### src/rtl/swled_pkg.sv
package swled_pkg;
    localparam int SWLED_ADDR_W = 16;
    localparam int SWLED_DATA_W = 8;
    localparam int SWLED_PORTS  = 8;

    typedef enum logic [1:0] {
        BUS_IDLE  = 2'd0,
        BUS_READ  = 2'd1,
        BUS_WRITE = 2'd2,
        BUS_BOTH  = 2'd3
    } bus_kind_e;

    function automatic bus_kind_e strobe_kind(input logic rd_n, input logic wr_n);
        return bus_kind_e'({~wr_n, ~rd_n});
    endfunction
endpackage

### src/rtl/swled_addr_decode.sv
module swled_addr_decode
    import swled_pkg::*;
#(
    parameter int ADDR_W = SWLED_ADDR_W,
    parameter int PORTS = SWLED_PORTS,
    parameter logic [ADDR_W-1:0] BASE_ADDR = 16'hCBF0
) (
    input  logic [ADDR_W-1:0]        addr,
    input  logic                     iom,
    input  logic                     rd_n,
    input  logic                     wr_n,
    output logic [PORTS-1:0]         sel_n,
    output logic [$clog2(PORTS)-1:0] idx,
    output logic                     rd_hit
);
    localparam int SEL_W = $clog2(PORTS);

    logic      block_hit;
    bus_kind_e kind;

    assign block_hit = iom && (addr[ADDR_W-1:SEL_W] == BASE_ADDR[ADDR_W-1:SEL_W]);
    assign idx = addr[SEL_W-1:0];
    assign kind = strobe_kind(rd_n, wr_n);
    assign rd_hit = block_hit && ((kind == BUS_READ) || (kind == BUS_BOTH));

    for (genvar g = 0; g < PORTS; g++) begin : g_line
        assign sel_n[g] = !(block_hit && (idx == SEL_W'(g)));
    end
endmodule

### src/rtl/swled_rd_mux.sv
module swled_rd_mux #(
    parameter int PORTS = 8,
    parameter int DATA_W = 8
) (
    input  logic [PORTS*DATA_W-1:0]  sw,
    input  logic [$clog2(PORTS)-1:0] idx,
    input  logic                     rd_hit,
    output logic [DATA_W-1:0]        data_out,
    output logic                     data_oe
);
    always_comb begin
        data_out = '0;
        data_oe  = rd_hit;
        if (rd_hit) begin
            data_out = sw[int'(idx)*DATA_W +: DATA_W];
        end
    end
endmodule

### src/rtl/swled_led_bank.sv
module swled_led_bank #(
    parameter int PORTS = 8,
    parameter int DATA_W = 8
) (
    input  logic                    clk,
    input  logic                    rst_n,
    input  logic                    wr_n,
    input  logic [PORTS-1:0]        sel_n,
    input  logic [DATA_W-1:0]       data_in,
    output logic [PORTS*DATA_W-1:0] led
);
    typedef struct packed {
        logic                    wr_prev;
        logic [PORTS-1:0]        hit;
        logic [DATA_W-1:0]       wdata;
        logic [PORTS*DATA_W-1:0] led;
    } bank_state_t;

    bank_state_t st_d, st_q;
    logic        wr_rise;

    always_comb begin
        st_d = st_q;
        st_d.wr_prev = wr_n;
        wr_rise = wr_n && !st_q.wr_prev;
        if (!wr_n) begin
            st_d.hit   = ~sel_n;
            st_d.wdata = data_in;
        end
        for (int i = 0; i < PORTS; i++) begin
            if (wr_rise && st_q.hit[i]) begin
                st_d.led[i*DATA_W +: DATA_W] = st_q.wdata;
            end
        end
    end

    always_ff @(posedge clk or negedge rst_n) begin
        if (!rst_n) begin
            st_q.wr_prev <= 1'b1;
            st_q.hit     <= '0;
            st_q.wdata   <= '0;
            st_q.led     <= '0;
        end else begin
            st_q <= st_d;
        end
    end

    assign led = st_q.led;
endmodule

### src/rtl/swled_port_bank.sv
module swled_port_bank
    import swled_pkg::*;
#(
    parameter int ADDR_W = SWLED_ADDR_W,
    parameter int DATA_W = SWLED_DATA_W,
    parameter int PORTS = SWLED_PORTS,
    parameter logic [ADDR_W-1:0] BASE_ADDR = 16'hCBF0
) (
    input  logic                    clk,
    input  logic                    rst_n,
    input  logic [ADDR_W-1:0]       addr,
    input  logic                    iom,
    input  logic                    rd_n,
    input  logic                    wr_n,
    input  logic [DATA_W-1:0]       data_in,
    output logic [DATA_W-1:0]       data_out,
    output logic                    data_oe,
    output logic [PORTS-1:0]        sel_n,
    input  logic [PORTS*DATA_W-1:0] sw,
    output logic [PORTS*DATA_W-1:0] led
);
    localparam int SEL_W = $clog2(PORTS);

    logic [SEL_W-1:0] idx;
    logic             rd_hit;

    swled_addr_decode #(.ADDR_W(ADDR_W), .PORTS(PORTS), .BASE_ADDR(BASE_ADDR)) u_dec (
        .addr(addr), .iom(iom), .rd_n(rd_n), .wr_n(wr_n),
        .sel_n(sel_n), .idx(idx), .rd_hit(rd_hit)
    );

    swled_rd_mux #(.PORTS(PORTS), .DATA_W(DATA_W)) u_mux (
        .sw(sw), .idx(idx), .rd_hit(rd_hit),
        .data_out(data_out), .data_oe(data_oe)
    );

    swled_led_bank #(.PORTS(PORTS), .DATA_W(DATA_W)) u_bank (
        .clk(clk), .rst_n(rst_n), .wr_n(wr_n), .sel_n(sel_n),
        .data_in(data_in), .led(led)
    );
endmodule

### config.mk
export PLATFORM = sky130hd
export DESIGN_NAME = swled_port_bank
export DESIGN_NICKNAME = d
export VERILOG_FILES = /design/src/rtl/swled_pkg.sv /design/src/rtl/swled_addr_decode.sv /design/src/rtl/swled_rd_mux.sv /design/src/rtl/swled_led_bank.sv /design/src/rtl/swled_port_bank.sv
export SDC_FILE = /design/constraint.sdc
export NUM_CORES = 1
export LEC_CHECK = 0
export BUFFER_PORTS_ARGS = -buffer_cell sky130_fd_sc_hd__clkbuf_2
export CORE_MARGIN = 4
export CORE_UTILIZATION = 49
export CTS_CLUSTER_SIZE = 25
export DETAILED_ROUTE_END_ITERATION = 7
export PLACE_DENSITY_LB_ADDON = 0.08
export SLEW_MARGIN = 20
export SYNTH_ARGS = -nofsm -noshare
export SYNTH_HDL_FRONTEND = slang
export SYNTH_HIERARCHICAL = 1
export SYNTH_SLANG_ARGS = --single-unit
### constraint.sdc
create_clock -name clk -period 3.1 [get_ports clk]
set_input_delay 0 -clock clk [delete_from_list [all_inputs] [get_ports clk]]
set_output_delay 0 -clock clk [all_outputs]
set_load 0.05 [all_outputs]
==> impl_metrics.json <==
{
  "outcome": "complete, no violations",
  "insertion_delay_ps": 340,
  "path_cells": "clkbuf_2 -> mux4_1 -> mux2i_1 -> nor2_1 -> clkbuf_2",
  "drc": 0,
  "synthToLayoutAreaGrowth_pct": 17.2,
  "ys_ff_latch": 81,
  "syn_inst": 306,
  "synth_top_area_share": 0.463,
  "yosysTopAreaCell": "dfrtp_1",
  "synthSimpleGateAreaFrac": 0.0864,
  "synth_fp_nets": 399,
  "ctsHtreeMaxLevel": 3,
  "maxCapViolations": 0,
  "path_clk_slew_ps": 70,
  "synth-adder-area-share": 0,
  "core_sq_mm": 0.00868,
  "placed_area_sq_mm": 0.00475,
  "clock_skew_ps": 7.29,
  "start_kind": "input port",
  "switching_power_w": 0.000507,
  "arrival_ps": 1510,
  "max_stage_delay_ps": 620,
  "layout-drive-gt1-share": 0.665,
  "clockBufferDepth": 2,
  "syn_avg_cell_area_sq_um": 14.1,
  "ys_seq_area_frac": 0.469,
  "synth_mux_area_frac": 0.301,
  "yosys_warnings": 6,
  "grt_pass1_vias": 2926,
  "power_frac_clock": 0.393,
  "peakVddDrop_mv": 0.175,
  "final.period_utilization": 0.489,
  "fp-row-count": 34,
  "grt_max_degree": 82,
  "synth_xor_area_frac": 0,
  "dpl.cell_count": 511,
  "antenna_left": 0,
  "combPwrFrac": 0.107,
  "vias": 2698,
  "yosys-top-cells-area": "dfrtp_1 46%, mux2_2 19%, buf_4 12%",
  "route.detailed.wl_per_inst_um": 17.6,
  "die-area_sq_mm": 0.0104,
  "grt_pass1_wl_um": 14700,
  "ys_types": 26,
  "syn_area_sq_mm": 0.00433,
  "r2r_start": "u_bank/st_q[80]$_DFF_PN1_",
  "routed_via_density": 5.04,
  "crit_fanout": 18,
  "seq_power_share": 0.500,
  "initial_core_util": 0.499,
  "hold_violations": 0,
  "routed_wl_um": 9430,
  "p_int_w": 0.00172,
  "critPathCaptureType": "primary output",
  "tritoncts.num_buffers": 9,
  "antenna_found_initial": 0,
  "dr.pass1.iters": 4,
  "synth_top_family_by_area": "multiplexers",
  "die_w_um": 102,
  "relSlewSlack": 0.436,
  "slowest_stage": "mux4_1",
  "fmax_mhz": 660,
  "hold_path_class": "in -> reg",
  "p_leak_nw": 2.85,
  "setup_tns_ps": 0,
  "fill_cells": 761,
  "rsz0062_at_grt": "no",
  "port_buffers": 173,
  "finalNonFillerCells": 535,
  "track_usage": 0.186,
  "place_hpwl_um": 7240,
  "clockRootBuffer": "clkbuf_8",
  "overflow": 0,
  "synth_compound_area_frac": 0.00694,
  "hp-start": "addr[4]",
  "antenna_cells": 0,
  "cts_resized": 0,
  "dieHeight_um": 102,
  "clock_sinks": 81,
  "cp_data_required_time_ps": 3100,
  "finalNetCount": 516,
  "hold_buffers": 9,
  "fin_area_sq_mm": 0.00507,
  "cts_setup_buffers": 0,
  "tightestPinTransition_ps": 847,
  "gp_congestion": 0.838,
  "tritoncts": "yes",
  "drt_iter0_markers": 63,
  "slew_viol_final": 0,
  "worstSetupPathType": "in -> out",
  "cp-startpoint": "addr[1]",
  "power_density_mw_per_mm2": 440,
  "setup_viol": 0,
  "fin_crit_ps": 1510,
  "num_io_pins": 174,
  "crit_top_cell": "clkbuf_2",
  "swShare": 0.227
}
placed cells by master (no fill, tap or decap), drive strengths merged, types with 3 or more instances in the layout:
cell         instances
dlygate4sd3          9
mux2                72
nand3b               8
dfrtp               80
clkbuf             181
bufinv               3
mux4                16
nand2               12
o21ai                6
mux2i               10
nor2                 9
inv                  3
critical path, delay by kind of cell:
kind	cells	cell delay, ps
buffers and inverters	2	660
muxes	2	780
and+or+nand+nor	1	60
power groups by stage:
stage	Clock (W)	Combinational, W	Sequential, W
5_1_grt	0.000952	0.000261	0.00112
2_1_floorplan	0	0.000159	0.00112
6_report	0.000876	0.000240	0.00112
4_1_cts	0.000906	0.000243	0.00112
3_5_place_dp	0	0.000234	0.00114
3_3_place_gp	0	0.000231	0.00114
final cells by class:
class                           count  area (sq um)  share of cell area
Inverter                            3          11.3             0.00222
Clock buffer                        9           124              0.0244
Sequential cell                    81          2030               0.400
Tap cell                          108           135              0.0266
Clock inverter                      6           108              0.0212
Multi-Input combinational cell    146          1710               0.336
Timing Repair Buffer              182           962               0.190
per-stage QoR:
stage | setup WS [ps] | power, W | hold slack [ps] | util
2_1_floorplan | 1540 | 0.00128 | -296 | -
3_3_place_gp | 1570 | 0.00137 | 233 | 0.547
3_5_place_dp | 1540 | 0.00137 | 233 | 0.547
4_1_cts | 1560 | 0.00227 | 142 | 0.584
5_1_grt | 1450 | 0.00234 | 186 | 0.585
6_report | 1590 | 0.00223 | 160 | 0.585
sequential cells by signal, indices dropped and copies added (netlist names):
| register | cells |
|---|---|
| u_bank/st_q | 17 |
| u_bank/led | 64 |
Yosys cell counts:
master,n
inv_1,3
mux2_2,72
dfstp_2,1
nand3b_2,2
nand3b_4,6
or3b_1,1
mux4_2,8
nand4b_2,1
mux4_1,8
or3_1,1
nand4_2,1
nor2b_1,2
o21ai_0,6
or4_4,1
nor4_4,2
nand3_1,2
mux2i_1,10
buf_2,3
buf_4,70
nor3_2,1
nand4b_4,1
buf_6,2
nor2_1,9
buf_12,1
dfrtp_1,80
nand2_1,12
final timing paths:
kind	slack (ps)	to	depth (start not counted)
min in group asynchronous	260	u_bank/led[29]$_DFFE_PN0P_	2
hold reg to reg	510	u_bank/led[7]$_DFFE_PN0P_	1
setup / recovery	1590	data_out[7]	5
setup reg to reg	1710	u_bank/led[33]$_DFFE_PN0P_	2
hold / removal	160	u_bank/st_q[77]$_DFFE_PN0N_	5
max in group asynchronous	2340	u_bank/st_q[68]$_DFFE_PN0N_	2
metal layers:
layer,wire [um],vias up,global-route usage,share of wire
li1,-,1256,-,-
met1,3740,1304,0.224,0.40
met2,4730,124,0.317,0.50
met3,753,14,0.0519,0.080
met4,202,0,0.0706,0.021
met5,0,-,0,0
cells by family after synthesis:
family / count (synthesis)
buffers and inverters: 79
flip-flops: 81
AO/OA/AOI/OAI: 6
multiplexers: 98
AND/OR/NAND/NOR: 42
No activity file was read; power rests on OpenSTA's default activity.
